**config.mk**
```make
export PLATFORM = sky130hd
export DESIGN_NAME = i2c_byte_master
export DESIGN_NICKNAME = d
export VERILOG_FILES = /design/src/rtl/i2c_byte_master.sv
export SDC_FILE = /design/constraint.sdc
export NUM_CORES = 1
export LEC_CHECK = 0
export CAP_MARGIN = 20
export CORE_UTILIZATION = 50
export CTS_CLUSTER_DIAMETER = 40
export CTS_CLUSTER_SIZE = 14
export DETAILED_ROUTE_END_ITERATION = 10
export GPL_ROUTABILITY_DRIVEN = 0
export GPL_TIMING_DRIVEN = 1
export PLACE_DENSITY = 0.71
export SETUP_SLACK_MARGIN = 0.02
export SYNTH_ARGS = -nofsm -noshare
export SYNTH_HDL_FRONTEND = slang
export SYNTH_SLANG_ARGS = --single-unit
```
**constraint.sdc**
```tcl
create_clock -name clk -period 5.26 [get_ports clk]
set_clock_uncertainty 0.2 [all_clocks]
set_input_delay 1.315 -clock clk [delete_from_list [all_inputs] [get_ports clk]]
set_output_delay 1.315 -clock clk [all_outputs]
set_load 0.005 [all_outputs]
```
**src/rtl/i2c_byte_master.sv**
```systemverilog
module i2c_byte_master #(
  parameter int unsigned REG_SHIFT = 2,
  parameter int unsigned ADDR_W    = 5,
  parameter int unsigned CNT_W     = 12,
  parameter bit          CLR_W1C   = 1'b0,
  parameter bit          EN_LOW    = 1'b0
) (
  input  logic              clk,
  input  logic              rst_n,
  input  logic [ADDR_W-1:0] bus_addr,
  input  logic              bus_wr,
  input  logic              bus_rd,
  input  logic [7:0]        bus_wdata,
  output logic [7:0]        bus_rdata,
  output logic              irq,
  output logic              scl_oe,
  input  logic              scl_in,
  output logic              sda_oe,
  input  logic              sda_in
);
  localparam logic [2:0] S_IDLE = 3'd0, S_START = 3'd1, S_HOLD = 3'd2,
                         S_BYTE = 3'd3, S_RSTA = 3'd4, S_STOP = 3'd5;
  localparam logic [ADDR_W-1:0] LOW_MASK = ADDR_W'((1 << REG_SHIFT) - 1);

  function automatic logic [CNT_W-1:0] ratio_of(input logic [5:0] c);
    int g, m, v, mant;
    g = int'(c[4:2]);
    m = int'(c[1:0]);
    if (c[5]) begin
      if (g == 0)      v = 22 + 2 * m;
      else if (g == 1) v = 32 + 4 * m;
      else if (g == 2) v = 48 + 8 * m;
      else             v = (5 + m) << (g + 1);
    end else if (g < 3) begin
      case (g * 4 + m)
        0: v = 30;   1: v = 32;   2: v = 36;   3: v = 42;
        4: v = 48;   5: v = 52;   6: v = 60;   7: v = 72;
        8: v = 80;   9: v = 88;  10: v = 104; default: v = 128;
      endcase
    end else begin
      mant = (m == 0) ? 9 : (m == 1) ? 10 : (m == 2) ? 12 : 15;
      v = mant << (g + 1);
    end
    return CNT_W'(v);
  endfunction

  logic [7:0] own_q, div_q, ctrl_q, dat_q;
  logic       iif_q, rxak_q, tcf_q, busy_q, rx_q, sda_oe_q, scl_q, sda_q;
  logic [2:0] st;
  logic [CNT_W-1:0] cnt;
  logic [3:0] bitn;

  wire              en    = ctrl_q[7] ^ EN_LOW;
  wire [ADDR_W-1:0] idx   = bus_addr >> REG_SHIFT;
  wire              hit   = (bus_addr & LOW_MASK) == '0;
  wire              wr_own  = bus_wr & hit & (idx == ADDR_W'(0));
  wire              wr_div  = bus_wr & hit & (idx == ADDR_W'(1));
  wire              wr_ctl  = bus_wr & hit & (idx == ADDR_W'(2));
  wire              wr_stat = bus_wr & hit & (idx == ADDR_W'(3));
  wire              wr_dat  = bus_wr & hit & (idx == ADDR_W'(4));
  wire              rd_dat  = bus_rd & hit & (idx == ADDR_W'(4));

  wire [CNT_W-1:0] ratio = ratio_of(div_q[5:0]);
  wire [CNT_W-1:0] half  = ratio >> 1;
  wire [CNT_W-1:0] qtr   = ratio >> 2;
  wire [CNT_W-1:0] smp   = half + qtr;
  wire             cnt_end   = cnt == ratio - CNT_W'(1);
  wire             byte_done = (st == S_BYTE) && (bitn == 4'd8) && cnt_end;
  wire             clr_hit   = CLR_W1C ? bus_wdata[1] : ~bus_wdata[1];
  wire             start_ev  = scl_in & scl_q & sda_q & ~sda_in;
  wire             stop_ev   = scl_in & scl_q & ~sda_q & sda_in;

  assign scl_oe = (st == S_HOLD)
                | (((st == S_BYTE) | (st == S_RSTA) | (st == S_STOP)) & (cnt < half))
                | ((st == S_START) & (cnt >= half));
  assign sda_oe = sda_oe_q;
  assign irq    = iif_q & ctrl_q[6];

  always_comb begin
    bus_rdata = 8'h00;
    if (hit)
      case (idx)
        ADDR_W'(0): bus_rdata = own_q;
        ADDR_W'(1): bus_rdata = div_q;
        ADDR_W'(2): bus_rdata = ctrl_q;
        ADDR_W'(3): bus_rdata = {tcf_q, 1'b0, busy_q, 3'b000, iif_q, rxak_q};
        ADDR_W'(4): bus_rdata = dat_q;
        default:    bus_rdata = 8'h00;
      endcase
  end

  always_ff @(posedge clk or negedge rst_n) begin
    if (!rst_n) begin
      own_q <= '0; div_q <= '0; ctrl_q <= '0; dat_q <= '0;
      iif_q <= 1'b0; rxak_q <= 1'b0; tcf_q <= 1'b0; busy_q <= 1'b0;
      rx_q <= 1'b0; sda_oe_q <= 1'b0; scl_q <= 1'b0; sda_q <= 1'b0;
      st <= S_IDLE; cnt <= '0; bitn <= '0;
    end else begin
      scl_q <= scl_in;
      sda_q <= sda_in;
      if (wr_own) own_q <= bus_wdata;
      if (wr_div) div_q <= bus_wdata;
      if (wr_ctl) ctrl_q <= bus_wdata;
      else if (st == S_HOLD && en && ctrl_q[5] && ctrl_q[2]) ctrl_q[2] <= 1'b0;
      if (wr_dat) dat_q <= bus_wdata;
      if (byte_done) iif_q <= 1'b1;
      else if (wr_stat && clr_hit) iif_q <= 1'b0;
      if (!en) busy_q <= 1'b0;
      else if (start_ev) busy_q <= 1'b1;
      else if (stop_ev) busy_q <= 1'b0;

      if (!en) begin
        st <= S_IDLE; sda_oe_q <= 1'b0; cnt <= '0;
      end else begin
        case (st)
          S_IDLE: begin
            cnt <= '0;
            sda_oe_q <= 1'b0;
            if (ctrl_q[5]) begin st <= S_START; sda_oe_q <= 1'b1; end
          end
          S_START: begin
            if (cnt_end) begin cnt <= '0; st <= S_HOLD; end
            else cnt <= cnt + 1'b1;
          end
          S_HOLD: begin
            cnt <= '0;
            bitn <= '0;
            if (!ctrl_q[5]) begin st <= S_STOP; sda_oe_q <= 1'b1; end
            else if (ctrl_q[2]) st <= S_RSTA;
            else if (wr_dat && ctrl_q[4]) begin st <= S_BYTE; rx_q <= 1'b0; tcf_q <= 1'b0; end
            else if (rd_dat && !ctrl_q[4]) begin st <= S_BYTE; rx_q <= 1'b1; tcf_q <= 1'b0; end
          end
          S_BYTE: begin
            if (cnt == qtr)
              sda_oe_q <= (bitn < 4'd8) ? (~rx_q & ~dat_q[7]) : (rx_q & ~ctrl_q[3]);
            if (cnt == smp) begin
              if (bitn < 4'd8) dat_q <= {dat_q[6:0], sda_in};
              else if (!rx_q) rxak_q <= sda_in;
            end
            if (cnt_end) begin
              cnt <= '0;
              if (bitn == 4'd8) begin st <= S_HOLD; tcf_q <= 1'b1; end
              else bitn <= bitn + 1'b1;
            end else cnt <= cnt + 1'b1;
          end
          S_RSTA: begin
            if (cnt == qtr) sda_oe_q <= 1'b0;
            if (cnt_end) begin cnt <= '0; st <= S_START; sda_oe_q <= 1'b1; end
            else cnt <= cnt + 1'b1;
          end
          S_STOP: begin
            if (cnt == smp) sda_oe_q <= 1'b0;
            if (cnt_end) begin cnt <= '0; st <= S_IDLE; end
            else cnt <= cnt + 1'b1;
          end
          default: st <= S_IDLE;
        endcase
      end
    end
  end
endmodule


```
Word level (Yosys, flattened, before mapping)
Memories as Yosys holds them, arrays and structs flattened.
Index checks and enable logic that the tools add are counted.
{ "word_totals": {"ff_bits": 59, "latchBits": 0, "ramBits": 0, "rom_bits": 112, "input_bits": 19, "out_inout_bits": 11, "wordCells": 186, "mem_count": 1} }
{ "memory_table": {"columns": ["name", "words", "word_bits", "rd", "rd_ports_with_merged_regs", "wr", "line_no", "text"], "rows": [
  ["(no name shown)", 16, 7, 1, 0, 0, "35", "case (g * 4 + m)"]
]} }
{ "op_classes": {"add_sub_neg": 10, "multipliers": 0, "div": 0, "n_lt_le_gt_ge": 4, "n_eq_ne": 37, "shifts": 2, "mux": 59, "n_bitwise": 30, "n_reduce_logical": 27} }
{ "op_table": {"columns": ["operator", "count"], "rows": [
  ["$mux W12", 8],
  ["$mux W8", 6],
  ["$pmux W8 S5", 1],
  ["$mux W3", 13],
  ["$logic_not A28 Y1", 1],
  ["$eq A12 B12 Y1", 2],
  ["$pmux W12 S2", 1],
  ["$shl A4 B4 Y12", 2],
  ["$mux W1", 23],
  ["$ne A3 B3 Y1 const B", 7],
  ["$and A1 B1 Y1", 18],
  ["$pmux W3 S6", 1],
  ["$eq A3 B2 Y1 const B", 5],
  ["$reduce_and A5 Y1", 3],
  ["$reduce_and A7 Y1", 2],
  ["$add A11 B10 Y12", 1],
  ["$add A12 B1 Y12 const B", 1],
  ["$eq A12 B10 Y1", 1],
  ["$eq A3 B3 Y1 const B", 4],
  ["$ge A12 B11 Y1", 1],
  ["$lt A12 B11 Y1", 1],
  ["$sub A12 B1 Y12 const B", 1],
  ["$logic_not A5 Y1", 2],
  ["$ne A3 B2 Y1 const B", 3],
  ["other kinds (33)", 61]
]} }

Logic depth before layout (Yosys ltp)
Gate-level depths: netlist of the first run.
{ "depth": {"ltp_word": 12, "mapped_depth": 23, "depth_no_buf": 20} }

Least setup slack after synthesis of the first run
Ideal clock, no wire load.
{ "synth_timing": {"path_type": "flip-flop to output port", "from": "register div_q[1]", "to": "output port scl_oe", "arrival_ns": 3.771, "required_ns": 3.745, "path_slack_ns": -0.026, "stages_incl_launch_ff": 21, "path_buffers": 2, "cell_sequence": "dfrtp_1 > clkbuf_1 > inv_1 > ha_1 > buf_2 > nor2_1 > o31ai_1 > a21oi_1 > o21ai_0 > inv_1 > ha_1 > a21oi_1 > nor2b_1 > o21ai_0 > nand2b_1 > a21oi_1 > nor2b_1 > o21ai_0 > o311a_1 > nand2_1 > a221oi_1"} }
{ "synth_between": {"elab_chain_cells": 11, "elab_cells_between_ends": 27, "cone_classes": "5 x add/sub; 2 x order compare; 2 x eq/ne; 2 x shift; 9 x mux; 4 x bitwise; 2 x reduce/logical; 1 x memory"} }
{ "synth_rtl": {"columns": ["element", "line_no", "text"], "rows": [
  ["start: declaration", "47", "logic [7:0] own_q, div_q, ctrl_q, dat_q;"],
  ["start signal: assignment", "102", "if (wr_div) div_q <= bus_wdata;"],
  ["branches (longest 6 deep; another with $mem_v2 Z16 W7)", null, null],
  ["$mux W12 *", "29", "if (c[5]) begin"],
  ["$lt A12 B11 Y1", "74", "| (((st == S_BYTE) | (st == S_RSTA) | (st == S_STOP)) & (cnt < half))"],
  ["$and A1 B1 Y1", "74", null],
  ["$or A1 B1 Y1", "74", null],
  ["$or A1 B1 Y1 *", "75", "| ((st == S_START) & (cnt >= half));"],
  ["end: declaration", "16", "output logic scl_oe,"]
]} }
Every way passes the cells marked *.

Final worst setup path of the first run
{ "layout_timing": {"from": "register div_q[3]", "to": "output port scl_oe"} }
{ "layout_between": {"elab_chain_cells": 10, "elab_cells_between_ends": 22, "cone_classes": "2 x add/sub; 3 x order compare; 2 x eq/ne; 2 x shift; 6 x mux; 4 x bitwise; 2 x reduce/logical; 1 x memory"} }
{ "layout_rtl": {"columns": ["element", "line_no"], "rows": [
  ["branches (longest 5 deep; another with $mem_v2 Z16 W7)", null],
  ["$mux W12 *", "29"],
  ["$lt A12 B11 Y1", "74"],
  ["$and A1 B1 Y1", "74"],
  ["$or A1 B1 Y1", "74"],
  ["$or A1 B1 Y1 *", "75"]
]} }
Marked as above.

==> impl_metrics.toml, run 1 <==
[floorplan]
core_area_mm2 = 0.0122
die_area_mm2 = 0.0131
dieWidth_um = 114
io_pins = 30
fp-row-count = 40
die_y_um = 114
start_util_pct = 51.9

[routing]
num_vias = 6354
ant_nets = 0
drt_iter0_drc = 365
dr.pass1.iters = 7
wire_per_inst_um = 18.7
drc = 0
routed_wl_um = 19200
drt-vias-per-instance = 6.19

[status]
status = "completed"

[clocking]
root_buffer = "clkbuf_16"
cts_buffer_depth = 2
h-tree-depth = 3
numCtsBuffers = 9
clk_pin_slew_worst_paths_ns = 0.05
clock-sinks = 59
cts_tree = "done"
clkLatencyLatePin_ns = 0.33
cts_hold_buf = 0

[setup_path]
cp_data_arrival_time_ns = 3.74
critPathSlowestCell = "dfrtp_1"
required_ns = 3.74
path_buf_inv = 4
cpPeakStageDelay_ns = 0.42
end_kind = "output pin"
cp_top_family = "compound AO/OA/AOI/OAI gates"
crit_fanout = 5
critPathKind = "reg -> out"
crit_path_cell_trace = "buf_6 -> ha_4 -> buf_12 -> xnor2_1 -> a32o_1 -> a21oi_2 -> o21ai_1 -> inv_1 -> ha_4 -> a21oi_2 -> nor2b_1 -> o21ai_1 -> nand2b_1 -> a21oi_1 -> nor2b_1 -> o21ai_1 -> o311a_1 -> nand2_1 -> a221oi_2 -> buf_2"
cp-start-kind = "flop"
cp_common_cell = "o21ai_1"

[pwr]
power.internal_mw = 1.85
p_leak_nw = 3.38
p_comb_share_pct = 61.3
pwr-share-seq_pct = 18.4
power.switching_mw = 1.29
vdd_ir_drop_max_uv = 233
switching_share_pct = 41.1
powerDensity_mw_per_mm2 = 384
p_total_mw = 3.14
p_clk_share_pct = 20.3

[timing]
final-hold-violation-count = 0
period_minus_slack_ns = 5.25
max_freq_mhz = 190
setup_violations = 0
rsz0062_at_grt = "yes"
report.final.slew_viol_count = 0
relSlewSlack_pct = 51.7
fin_crit_sh_pct = 99.8
worstMarginPinSlew_ns = 0.725
hold_slack_ns = 0.294
fin_setup_tns_ns = 0
worst_slack_ns = 0.00965

[synthesis]
synthArstFlopShare_pct = 100
synth-seq-cells = 59
synth_ff_type = "dfrtp_1"
synth.cell_area_mm2 = 0.00632
synth_top_area_cell = "dfrtp_1"
synth_top_area_share_pct = 23.4
synth_commonest_cells = "nor2_1 (75), dfrtp_1 (59), ha_1 (51), nand2_1 (51), mux2_2 (42)"
synthTopCellsByArea = "dfrtp_1 (23%), ha_1 (10%), mux2_2 (7.5%), xnor2_1 (5.7%), nor2_1 (4.5%)"
syn-num-nets = 829
synth.most_common_cell = "nor2_1"
synth_cells = 758
synth_seq_area_share_pct = 23.4
synth_cell_types = 87
synth_edf_count = 0
yosys_warnings = 0
syn_area_per_cell_um2 = 8.33

[placement]
dpl.hpwl_um = 13700
port_buffers = 29
place_area_mm2 = 0.00726
post-place-ws_ns = -0.261

[cells_and_area]
drive_gt1_share_pct = 30.4
n_antenna_cell = 0
n_fill_cell = 943
final_cell_area_mm2 = 0.00819
synthToLayoutAreaGrowth_pct = 29.7
nets = 926

[grt]
antenna_found_initial = 0
grt_pass1_vias = 6120
grt_pass1_wl_um = 30000
overflow = 0
grt_max_degree = 60
grt_usage_pct = 29.3

[worst_hold_path]
hold_class = "reg -> reg"

[job]
maxCapViolCount = 0
[worst reg2reg max path, stage by stage (launching register included)]
cell,delay (ns)
dfrtp_1,0.42
buf_6,0.16
ha_4,0.16
buf_4,0.16
nand2_2,0.11
a21oi_1,0.09
o2111a_1,0.29
a2111oi_4,0.39
buf_6,0.18
inv_1,0.06
ha_1,0.20
inv_1,0.07
fa_1,0.42
xnor2_1,0.15
nor2_1,0.17
o2111ai_1,0.14
nor4_1,0.29
o211ai_1,0.15
nor4_2,0.28
buf_4,0.20
nand2b_1,0.11
nor2_4,0.12
buf_12,0.14
mux2_2,0.33
[metal layers]
layer  vias to the layer above  wire length, um  track usage, %  part of all wire, %
met5                         -                0               0                    0
met4                         0              816            15.0                  4.2
met3                        79             1380            4.71                  7.2
met2                       328             9490            50.0                   49
met1                      3018             7570            35.6                   39
li1                       2929                -               -                    -
[metrics by stage]
step	utilization (%)	instances
2_1_floorplan	-	758
3_3_place_gp	59.7	996
3_5_place_dp	59.7	996
4_1_cts	63.4	1013
5_1_grt	67.3	1027
6_report	67.3	1027
[state kept, by name, indices dropped and copies added (netlist names)]
name	cells
ctrl_q	8
sda_oe	1
div_q	8
rx_q	1
rxak_q	1
sda_q	1
tcf_q	1
bitn	4
own_q	8
busy_q	1
scl_q	1
dat_q	8
cnt	12
iif_q	1
st	3
[cell usage in the layout (no fill, tap or decap), types with 13 or more instances in the layout]
cell / netlist / final
a21oi_1: 32 / 26
buf_4: 3 / 92
clkdlybuf4s50_1: 0 / 27
dfrtp_1: 59 / 56
ha_1: 51 / 35
inv_1: 33 / 25
mux2_2: 42 / 39
nand2_1: 51 / 50
nand3_1: 22 / 22
nor2_1: 75 / 72
nor2b_1: 17 / 14
nor3_1: 21 / 19
o21ai_0: 37 / 27
o21ai_1: 6 / 13
xnor2_1: 41 / 40
xor2_1: 16 / 15
[timing repair]
item	in CTS	in global routing
pin swaps	5	40
buffers inserted	2	14
resized for setup	29	82
endpoints found under the setup margin	10	10
[path summary, 6_finish.rpt]
path	start	endpoint	slack (ns)	cells past startpoint
worst max-delay path	div_q[3]	scl_oe	0.01	20
worst min-delay path	own_q[2]	own_q[2]	0.29	2
worst max register to register	div_q[3]	dat_q[4]	0.17	23
worst min register to register	own_q[2]	own_q[2]	0.29	2
max in group asynchronous	rst_n	div_q[0]	3.40	2
min in group asynchronous	rst_n	cnt[11]	0.91	2
[logic make-up (layout without fill, tap and decap cells)]
logic type / Yosys count / after routing / synth area share (%)
compound gates: 183 / 183 / 20.8
xor+xnor: 57 / 57 / 7.90
fa+ha+maj: 52 / 52 / 10.4
buf+inv: 83 / 184 / 5.76
flops: 59 / 59 / 23.4
mux: 52 / 52 / 9.15
simple gates: 272 / 272 / 22.6
[power groups by stage]
| stage | clock network [mW] | logic [mW] | registers (mW) |
|---|---|---|---|
| finish | 0.637 | 1.93 | 0.578 |
| global route | 0.667 | 2.07 | 0.586 |
| CTS | 0.649 | 1.69 | 0.571 |
| detailed placement | 0 | 1.62 | 0.577 |
| global placement | 0 | 1.57 | 0.574 |
| floorplan | 0 | 1.11 | 0.544 |
[cell type report]
| class | instances | area [um2] | share of cell area [%] |
|---|---|---|---|
| well taps | 168 | 210 | 2.57 |
| repair buffers | 135 | 1150 | 14.1 |
| inverters | 34 | 128 | 1.56 |
| clock buffers | 11 | 253 | 3.09 |
| multi-input cells | 616 | 4890 | 59.7 |
| flip-flops and latches | 59 | 1480 | 18.1 |
| clock inverters | 4 | 73.8 | 0.901 |
(Power assumes the default switching activity.)
==> run 2, diff against run 1 <==
CORE_UTILIZATION = 40   (was 50)
PLACE_DENSITY = unset   (was 0.71)
==> impl_metrics.toml, run 2 (same netlist as run 1, synthesis figures left out) <==
[status]
status = "finished, violations left"
violations = "negative setup slack"

[routing]
ant_nets = 0
num_vias = 6206
drc = 0
wl_met1_um = 7890
drt-vias-per-instance = 5.77
routed_wl_um = 19100
wire_per_inst_um = 17.8
drt_iter0_drc = 395
wl_met3_um = 1170
dr.pass1.iters = 5
routed-wl-met2_um = 9160
topRoutingLayerUsed = "met4"

[clocking]
cts_hold_buf = 0
clock-sinks = 59
cts_tree = "done"
clk_pin_slew_worst_paths_ns = 0.05
numCtsBuffers = 9
cts_buffer_depth = 2
clkLatencyLatePin_ns = 0.33
root_buffer = "clkbuf_16"
h-tree-depth = 3

[pwr]
powerDensity_mw_per_mm2 = 378
p_comb_share_pct = 64.0
vdd_ir_drop_max_uv = 216
p_clk_share_pct = 17.3
power.switching_mw = 1.30
switching_share_pct = 42.4
pwr-share-seq_pct = 18.7
p_leak_nw = 3.36
power.internal_mw = 1.76

[setup_path]
cp-start-kind = "flop"
reg2reg_from = "div_q[2]"
cp_top_family = "compound AO/OA/AOI/OAI gates"
cp-startpoint = "div_q[0]"
crit_fanout = 4
end_kind = "output pin"
crit_path_cell_trace = "ha_2 -> buf_4 -> and2_1 -> o31ai_4 -> a21oi_2 -> o21ai_1 -> inv_2 -> ha_4 -> a21oi_2 -> nor2b_1 -> o21ai_1 -> nand2b_1 -> a21oi_2 -> nor2b_1 -> o21ai_1 -> o311a_1 -> nand2_1 -> a221oi_2 -> buf_2"
critPathKind = "reg -> out"
path_buf_inv = 3
cp_data_arrival_time_ns = 3.84
critPathSlowestCell = "dfrtp_2"
cpPeakStageDelay_ns = 0.44
required_ns = 3.74

[floorplan]
die_area_mm2 = 0.0163
die_y_um = 128
core_area_mm2 = 0.0153
dieWidth_um = 128
io_pins = 30
fp-row-count = 45
start_util_pct = 41.2

[timing]
relSlewSlack_pct = 51.9
rsz0062_at_grt = "yes"
final-hold-violation-count = 0
setup_violations = 1
hold_slack_ns = 0.303
period_minus_slack_ns = 5.35
worst_slack_ns = -0.0944
worstMarginPinSlew_ns = 0.721
max_freq_mhz = 187
fin_crit_sh_pct = 102
report.final.slew_viol_count = 0

[job]
maxCapViolCount = 0

[grt]
grt_usage_pct = 24.1
grt_pass1_vias = 6285
grt_pass1_wl_um = 31100
overflow = 0
grt_max_degree = 60
antenna_found_initial = 0

[cells_and_area]
largest_register = "cnt"
multiInputGateArea_mm2 = 0.00480
seqCellArea_mm2 = 0.00148
n_fill_cell = 1420
nets = 930
fin_util_pct = 52.9
final_cell_mix = "buf_4 (102), nor2_1 (74), dfrtp_1 (58), nand2_1 (50), mux2_2 (41)"
largest_register_ffs = 12
synthToLayoutAreaGrowth_pct = 28.2
drive_gt1_share_pct = 28.8
n_antenna_cell = 0
final_common_cell = "buf_4"
final_cell_area_mm2 = 0.00810

[placement]
place_area_mm2 = 0.00739
post-place-ws_ns = -0.364
dpl.hpwl_um = 14100
port_buffers = 29

[worst_hold_path]
hold_class = "reg -> reg"
hp-start = "own_q[4]"
## run 2: cell count changes in the layout (fill, tap and decap cells not counted), moves of 3 or more
cell,previous run,this run
buf_4,92,102
buf_6,11,5
ha_1,35,40
a311oi_1,3,7
a311oi_2,4,0
ha_2,7,4
nor2b_2,2,5
## run 2: cell type report
class / instances / share of cell area (%)
multi-input cells: 616 / 59.3
well taps: 211 / 3.26
clock inverters: 6 / 0.526
repair buffers: 139 / 14.3
clock buffers: 10 / 2.83
inverters: 34 / 1.58
flip-flops and latches: 59 / 18.3
## run 2: worst paths after layout
| path | end | slack, ns | cells past startpoint |
|---|---|---|---|
| min | own_q[4] | 0.30 | 1 |
| min reg2reg | own_q[4] | 0.30 | 1 |
| max reg2reg | dat_q[2] | 0.09 | 22 |
| max in group asynchronous | div_q[0] | 3.41 | 2 |
| min in group asynchronous | scl_q | 0.93 | 2 |
| max | scl_oe | -0.09 | 19 |
## run 2: routing by layer
metal | GRT usage [%] | vias to the layer above
met2 | 40.6 | 277
li1 | - | 2942
met1 | 29.4 | 2917
met3 | 3.46 | 70
met5 | 0 | -
met4 | 13.7 | 0
## run 2: through the flow
stage	cells	power [mW]	setup TNS, ns
after floorplan	758	1.66	0
after global placement	1047	2.22	-2.20
final	1075	3.06	-0.0944
after detailed placement	1047	2.26	-3.31
after global routing	1075	3.26	-1.30
after CTS	1071	2.89	0
## run 2: power by group through the flow
stage	sequential [mW]	combinational, mW	clock [mW]
after global routing	0.580	2.12	0.561
after detailed placement	0.576	1.68	0
after CTS	0.571	1.78	0.539
after floorplan	0.544	1.11	0
after global placement	0.573	1.65	0
final	0.572	1.96	0.529
## run 2: worst register-to-register path, stage by stage (launching register included)
cell and delay [ns]:
dfrtp_1 0.42, inv_2 0.13, ha_4 0.24, buf_4 0.17, nand3b_1 0.15, o31ai_4 0.12
o2111a_1 0.18, a2111oi_4 0.37, buf_4 0.20, inv_1 0.06, ha_1 0.20, inv_1 0.07
fa_1 0.42, xnor2_1 0.14, nor2_1 0.15, o2111ai_1 0.14, nor4_1 0.39, o211ai_1 0.20
nor4_4 0.21, buf_4 0.19, nand2b_4 0.07, nor2_4 0.24, mux2_2 0.38
## run 2: timing repair
item,in CTS,in global routing
setup endpoints to repair,10,10
pin swaps,16,21
setup buffers,8,4
resized for setup,38,46
gates cloned,0,0
